===== src/rtl/gpio_regs_pkg.sv =====
`timescale 1ns/1ps
package gpio_regs_pkg;

  // Word selected inside one register set; WD_NONE marks an unmapped slot
  typedef enum logic [2:0] {
    WD_DIR  = 3'd0,
    WD_OUT  = 3'd1,
    WD_SET  = 3'd2,
    WD_CLR  = 3'd3,
    WD_IN   = 3'd4,
    WD_NONE = 3'd7
  } word_e;

  localparam int unsigned MAP_BASE   = 32'h10;
  localparam int unsigned MAP_STRIDE = 32'h28;
  localparam int unsigned MAP_SETS   = 5;
  localparam int          SET_W      = 32;

  // Offset inside a set (byte units) to the word it names
  function automatic word_e word_of(input int unsigned rel);
    case (rel)
      32'h00:  return WD_DIR;
      32'h04:  return WD_OUT;
      32'h08:  return WD_SET;
      32'h0C:  return WD_CLR;
      32'h10:  return WD_IN;
      default: return WD_NONE;
    endcase
  endfunction

endpackage


===== src/rtl/gpio_sync2.sv =====
`timescale 1ns/1ps
module gpio_sync2 #(
  parameter int WIDTH = 32
) (
  input  logic             clk,
  input  logic             rst_n,
  input  logic [WIDTH-1:0] d,
  output logic [WIDTH-1:0] q
);

  logic [WIDTH-1:0] meta_q;

  always_ff @(posedge clk or negedge rst_n) begin
    if (!rst_n) begin
      meta_q <= '0;
      q      <= '0;
    end else begin
      meta_q <= d;
      q      <= meta_q;
    end
  end

endmodule


===== src/rtl/gpio_addr_dec.sv =====
`timescale 1ns/1ps
module gpio_addr_dec
  import gpio_regs_pkg::*;
#(
  parameter int ADDR_W   = 8,
  parameter int NUM_SETS = 2
) (
  input  logic [ADDR_W-1:0]   addr,
  output logic [NUM_SETS-1:0] set_sel,
  output word_e               word
);

  logic [31:0] addr_w;
  assign addr_w = 32'(addr);

  always_comb begin
    int unsigned lo;
    word_e       w;
    set_sel = '0;
    word    = WD_NONE;
    for (int b = 0; b < NUM_SETS; b++) begin
      lo = MAP_BASE + MAP_STRIDE * b;
      w  = WD_NONE;
      if (addr_w >= lo && addr_w < lo + MAP_STRIDE && addr[1:0] == 2'b00)
        w = word_of(addr_w - lo);
      if (w != WD_NONE) begin
        set_sel[b] = 1'b1;
        word       = w;
      end
    end
  end

endmodule


===== src/rtl/gpio_regset.sv =====
`timescale 1ns/1ps
module gpio_regset
  import gpio_regs_pkg::*;
#(
  parameter int         W     = 32,
  parameter logic [W-1:0] VALID = '1
) (
  input  logic         clk,
  input  logic         rst_n,
  input  logic         sel,
  input  logic         wr_en,
  input  word_e        word,
  input  logic [W-1:0] wdata,
  input  logic [W-1:0] pin_in,
  output logic [W-1:0] dir_q,
  output logic [W-1:0] out_q,
  output logic [W-1:0] rd_val
);

  logic [W-1:0] in_q;

  always_ff @(posedge clk or negedge rst_n) begin
    if (!rst_n) begin
      dir_q <= VALID;
      out_q <= '0;
    end else if (wr_en) begin
      case (word)
        WD_DIR:  dir_q <= wdata & VALID;
        WD_OUT:  out_q <= wdata & VALID;
        WD_SET:  out_q <= out_q | (wdata & VALID);
        WD_CLR:  out_q <= out_q & ~wdata;
        default: ;
      endcase
    end
  end

  gpio_sync2 #(.WIDTH(W)) u_sync (
    .clk  (clk),
    .rst_n(rst_n),
    .d    (pin_in & VALID),
    .q    (in_q)
  );

  always_comb begin
    rd_val = '0;
    if (sel) begin
      case (word)
        WD_DIR:                 rd_val = dir_q;
        WD_OUT, WD_SET, WD_CLR: rd_val = out_q;
        WD_IN:                  rd_val = in_q;
        default:                rd_val = '0;
      endcase
    end
  end

  AST_DIR_HOLDS: assert property (@(posedge clk) disable iff (!rst_n)
    !(wr_en && word == WD_DIR) |=> $stable(dir_q));

  AST_SET_RAISES: assert property (@(posedge clk) disable iff (!rst_n)
    (wr_en && word == WD_SET) |=>
      ((out_q & $past(wdata & VALID)) == $past(wdata & VALID)) &&
      ((out_q & ~$past(wdata)) == ($past(out_q) & ~$past(wdata))));

  AST_CLR_LOWERS: assert property (@(posedge clk) disable iff (!rst_n)
    (wr_en && word == WD_CLR) |=>
      ((out_q & $past(wdata)) == '0) &&
      ((out_q & ~$past(wdata)) == ($past(out_q) & ~$past(wdata))));

  AST_LATCH_WRITE: assert property (@(posedge clk) disable iff (!rst_n)
    (wr_en && word == WD_OUT) |=> out_q == $past(wdata & VALID));

endmodule


===== src/rtl/gpio_port_ctrl.sv =====
`timescale 1ns/1ps
module gpio_port_ctrl
  import gpio_regs_pkg::*;
#(
  parameter int NUM_PINS = 64,
  parameter int ADDR_W   = 8
) (
  input  logic                clk,
  input  logic                rst_n,
  input  logic [ADDR_W-1:0]   bus_addr,
  input  logic                bus_wr,
  input  logic [SET_W-1:0]    bus_wdata,
  output logic [SET_W-1:0]    bus_rdata,
  input  logic [NUM_PINS-1:0] pin_in,
  output logic [NUM_PINS-1:0] pin_out,
  output logic [NUM_PINS-1:0] pin_oe
);

  localparam int NUM_SETS = (NUM_PINS + SET_W - 1) / SET_W;

  logic [NUM_SETS-1:0] set_sel;
  word_e               word;
  logic                hit;
  logic [SET_W-1:0]    set_pin_in [NUM_SETS];
  logic [SET_W-1:0]    dir_w      [NUM_SETS];
  logic [SET_W-1:0]    out_w      [NUM_SETS];
  logic [SET_W-1:0]    rd_w       [NUM_SETS];
  logic [SET_W-1:0]    rd_mux;

  gpio_addr_dec #(.ADDR_W(ADDR_W), .NUM_SETS(NUM_SETS)) u_dec (
    .addr   (bus_addr),
    .set_sel(set_sel),
    .word   (word)
  );

  assign hit = |set_sel;

  for (genvar b = 0; b < NUM_SETS; b++) begin : g_set
    localparam int LO  = b * SET_W;
    localparam int CNT = (NUM_PINS - LO < SET_W) ? (NUM_PINS - LO) : SET_W;
    localparam logic [SET_W-1:0] MASK = {SET_W{1'b1}} >> (SET_W - CNT);

    assign set_pin_in[b] = SET_W'(pin_in[LO +: CNT]);

    gpio_regset #(.W(SET_W), .VALID(MASK)) u_set (
      .clk   (clk),
      .rst_n (rst_n),
      .sel   (set_sel[b]),
      .wr_en (bus_wr & set_sel[b]),
      .word  (word),
      .wdata (bus_wdata),
      .pin_in(set_pin_in[b]),
      .dir_q (dir_w[b]),
      .out_q (out_w[b]),
      .rd_val(rd_w[b])
    );

    assign pin_out[LO +: CNT] = out_w[b][CNT-1:0];
    assign pin_oe[LO +: CNT]  = ~dir_w[b][CNT-1:0];
  end

  always_comb begin
    rd_mux = '0;
    for (int b = 0; b < NUM_SETS; b++) rd_mux = rd_mux | rd_w[b];
  end

  always_ff @(posedge clk or negedge rst_n) begin
    if (!rst_n) bus_rdata <= '0;
    else        bus_rdata <= rd_mux;
  end

  AST_UNMAPPED_READ: assert property (@(posedge clk) disable iff (!rst_n)
    !hit |=> bus_rdata == '0);

  AST_UNMAPPED_WRITE: assert property (@(posedge clk) disable iff (!rst_n)
    (bus_wr && !hit) |=> ($stable(pin_out) && $stable(pin_oe)));

endmodule


===== config.mk =====
export PLATFORM = sky130hd
export DESIGN_NAME = gpio_port_ctrl
export DESIGN_NICKNAME = d
export VERILOG_FILES = /design/src/rtl/gpio_regs_pkg.sv /design/src/rtl/gpio_sync2.sv /design/src/rtl/gpio_addr_dec.sv /design/src/rtl/gpio_regset.sv /design/src/rtl/gpio_port_ctrl.sv
export SDC_FILE = /design/constraint.sdc
export NUM_CORES = 1
export LEC_CHECK = 0
export CAP_MARGIN = 20
export CORE_MARGIN = 5
export CORE_UTILIZATION = 53
export CTS_CLUSTER_DIAMETER = 100
export CTS_CLUSTER_SIZE = 20
export DETAILED_ROUTE_END_ITERATION = 6
export MAX_ROUTING_LAYER = met4
export PLACE_DENSITY = 0.91
export SETUP_SLACK_MARGIN = 0.15
export SYNTH_ARGS = -nofsm -noshare
export SYNTH_HDL_FRONTEND = slang
export SYNTH_SLANG_ARGS = --single-unit

===== constraint.sdc =====
create_clock -name clk -period 3 [get_ports clk]
set_input_delay 0.75 -clock clk [delete_from_list [all_inputs] [get_ports clk]]
set_output_delay 0.75 -clock clk [all_outputs]
set_load 0.02 [all_outputs]

==> flow_summary_export.csv <==
group,metric,value,unit
logic_synthesis,synth_seq_cells,288,
global_route,grt_pass1_wl,51320,µm
logic_synthesis,syn_area,0.01121,mm²
logic_synthesis,synth_adder_area_share,0.001116,
die,start_util,0.5350,
power_and_ir_drop,total_leakage_power,6.681,nW
layout,fin_util,0.7420,
cts,cts_sinks,288,
cts,clock_path_buffers,3,
die,die_h,155.4,µm
routing,dr.first_iter.drc_count,701,
die,die-area,0.02416,mm²
logic_synthesis,yosysUniqueCellTypes,50,
timing,hold-worst-slack,200.6,ps
setup_path,critPathKind,"in -> reg",
logic_synthesis,synth_edf_count,0,
run,cap_viol_max_count,0,
logic_synthesis,synth_async_sr_flop_share,1.000,
logic_synthesis,synthXorXnorAreaFrac,0,
routing,met3_length,3047,µm
die,ioPinCount,267,
routing,wl_per_cell,24.26,µm
power_and_ir_drop,fin_total_pwr,7.395,mW
routing,routed_wirelength,35030,µm
routing,via_per_inst,5.961,
cts,hold_buffers,0,
die,design.core.area,0.02096,mm²
place,dp_hpwl,22640,µm
timing,finalHoldViolations,0,
logic_synthesis,syn_avg_cell_area,13.16,µm²
cts,clock_latency,510,ps
run_status,outcome,"finished, final reports clean",
cts,tritoncts,"yes",
layout,layout.nets,1265,
logic_synthesis,netlist_instances,852,
routing,drc,0,
timing,fmax,352.4,MHz
die,chipWidth,155.4,µm
timing,rsz0062_at_grt,"false",
layout,syn_to_final_growth,38.68,%
timing,relSlewSlack,0.6448,
die,row_count,53,
setup_path,cp-start-kind,"primary input",
timing,setup_viol,0,
logic_synthesis,synth_compound_area_frac,0.1638,
setup_path,crit_path_max_fanout,9,
routing,wl_met2,17280,µm
timing,worst_slack,162.6,ps
power_and_ir_drop,vdd_drop_max,0.3999,mV
cts,clkTransAtPathRegs,100,ps
place,post-place-ws,-364.1,ps
global_route,grtUsageTotal,0.2784,
worst_hold_path,hold_path.class,"in -> async",
cts,cts_made_buffers,18,
cts,cts_max_level,1,
timing,fin_crit_sh,0.9458,
setup_path,reg2reg_from,"g_set[1].u_set.dir_q[18]",
layout,num-fill-cells,1301,
layout,final_common_cell,"clkdlybuf4s50_1",
timing,timing.final.crit_period,2837,ps
logic_synthesis,yosys.area_share.simple,0.03939,
logic_synthesis,synth_top_family_by_area,"compound AO/OA/AOI/OAI gates",
setup_path,crit_path_end_kind,"flop",
place,io_buffers,266,
routing,wl_met1,13800,µm
place,place_congestion,0.8668,
layout,layout_common_cells,"clkdlybuf4s50_1 (263), dfrtp_1 (224), inv_1 (68), dfstp_2 (64), a22o_1 (58)",
global_route,antenna_found_initial,1,
layout,drive_gt1_frac,0.2029,
logic_synthesis,yosys_warnings,0,
routing,antenna_left,0,
layout,multi_input_area,0.003582,mm²
power_and_ir_drop,p_per_area,475.6,mW/mm²
logic_synthesis,syn_nets,960,
global_route,grt_max_degree,66,
logic_synthesis,synthMuxAreaShare,0.09977,
cts,ctsRootBufferMaster,"clkbuf_16",
timing,skew,16.06,ps
logic_synthesis,synth-seq-area-share,0.6499,
routing,first_pass_iters,6,
logic_synthesis,synth_ff_type,"dfrtp_1",
routing,vias,8607,
setup_path,cp.required,3430,ps
timing,tightest_slew,532.8,ps
setup_path,crit_start,"bus_addr[5]",
routing,topRoutingLayerUsed,"met4",
setup_path,arrival,3270,ps
timing,fin_setup_tns,0,ps
layout,regArea,0.007287,mm²
global_route,grt_overflow,0,
timing,slew_viol_final,0,
global_route,first_global_vias,9002,
==> final cells by class <==
| cell class | count | area share |
|---|---|---|
| Clock inverter | 1 | 0.001046 |
| Inverter | 68 | 0.01642 |
| Multi-Input combinational cell | 444 | 0.2304 |
| Timing Repair Buffer | 337 | 0.2280 |
| Antenna cell | 1 | 0.0001609 |
| Sequential cell | 288 | 0.4687 |
| Tap cell | 275 | 0.02213 |
| Clock buffer | 30 | 0.03323 |
==> path summary, 6_finish.rpt <==
path / end / slack [ps] / cells after the start
max in group asynchronous: g_set[1].u_set.dir_q[4] / 2010 / 2
setup / recovery: g_set[1].u_set.dir_q[20] / 160 / 9
hold / removal: bus_rdata[31] / 200 / 1
min in group clk: g_set[0].u_set.u_sync.q[4] / 340 / 0
hold reg to reg: g_set[0].u_set.u_sync.q[4] / 340 / 0
setup reg to reg: bus_rdata[18] / 1880 / 3
==> cell families after synthesis <==
family,after synthesis
AO/OA/AOI/OAI,243
adder cells (fa/ha/maj),1
buffers and inverters,122
flip-flops,288
multiplexers,103
AND/OR/NAND/NOR,95
==> critical path, cell delays in order <==
cell and delay, ps:
clkdlybuf4s50_1 650, nor3b_4 330, o21ai_1 130, a21o_1 200, a21bo_2 260, nor3b_4 230, buf_4 180, buf_6 190
mux2_2 350
==> registers in the layout, indices dropped and copies added, names as in the netlist <==
signal / cells
g_set.u_set.dir_q: 64
g_set.u_set.u_sync.q: 64
g_set.u_set.out_q: 64
g_set.u_set.u_sync.meta_q: 64
bus_rdata: 32
==> cells in the mapped netlist (2+ instances only) <==
| cell type | number | share of area |
|---|---|---|
| a21oi_1 | 38 | 0.017 |
| nand2b_1 | 4 | 0.0022 |
| buf_2 | 13 | 0.0058 |
| a222oi_1 | 2 | 0.0018 |
| buf_1 | 2 | 0.00067 |
| inv_1 | 68 | 0.023 |
| o31ai_1 | 32 | 0.021 |
| nor3b_2 | 2 | 0.0022 |
| mux2_2 | 49 | 0.049 |
| a22o_1 | 58 | 0.045 |
| mux2_1 | 21 | 0.021 |
| nor2b_1 | 2 | 0.0011 |
| nor2_1 | 36 | 0.012 |
| mux2i_1 | 33 | 0.029 |
| o21ai_0 | 33 | 0.015 |
| o221ai_1 | 3 | 0.0023 |
| nand2_1 | 40 | 0.013 |
| clkbuf_1 | 32 | 0.011 |
| a221o_1 | 26 | 0.023 |
| buf_4 | 3 | 0.0020 |
| a211oi_1 | 34 | 0.023 |
| o211ai_1 | 4 | 0.0027 |
| dfstp_2 | 64 | 0.15 |
| dfrtp_1 | 224 | 0.50 |
| buf_6 | 4 | 0.0040 |
==> where the power goes <==
group | total (mW) | internal [mW] | leakage (nW) | switching, mW
Sequential | 4.15 | 4.05 | 3.47 | 0.105
Combinational | 0.786 | 0.383 | 2.96 | 0.403
Clock | 2.46 | 1.19 | 0.254 | 1.26
Total | 7.39 | 5.62 | 6.68 | 1.77
==> layer usage <==
metal / vias to the layer above / track usage
met5: - / -
met4: 0 / 0.07045
met3: 76 / 0.05090
met2: 497 / 0.4485
met1: 4365 / 0.3710
li1: 3669 / -
==> metrics by stage <==
stage / cell area, µm² / cells
2_1_floorplan: 11210 / 852
3_3_place_gp: 14690 / 1395
3_5_place_dp: 14690 / 1395
4_1_cts: 15220 / 1426
5_1_grt: 15550 / 1444
6_report: 15550 / 1444
==> repair_timing <==
| item | CTS | global route |
|---|---|---|
| setup buffers | 0 | 9 |
| setup endpoints to repair | 8 | 155 |
| resized for setup | 0 | 23 |
| pin swaps | 1 | 5 |
| gates cloned | 0 | 8 |
Note: power is estimated with default switching activity, not from simulation.
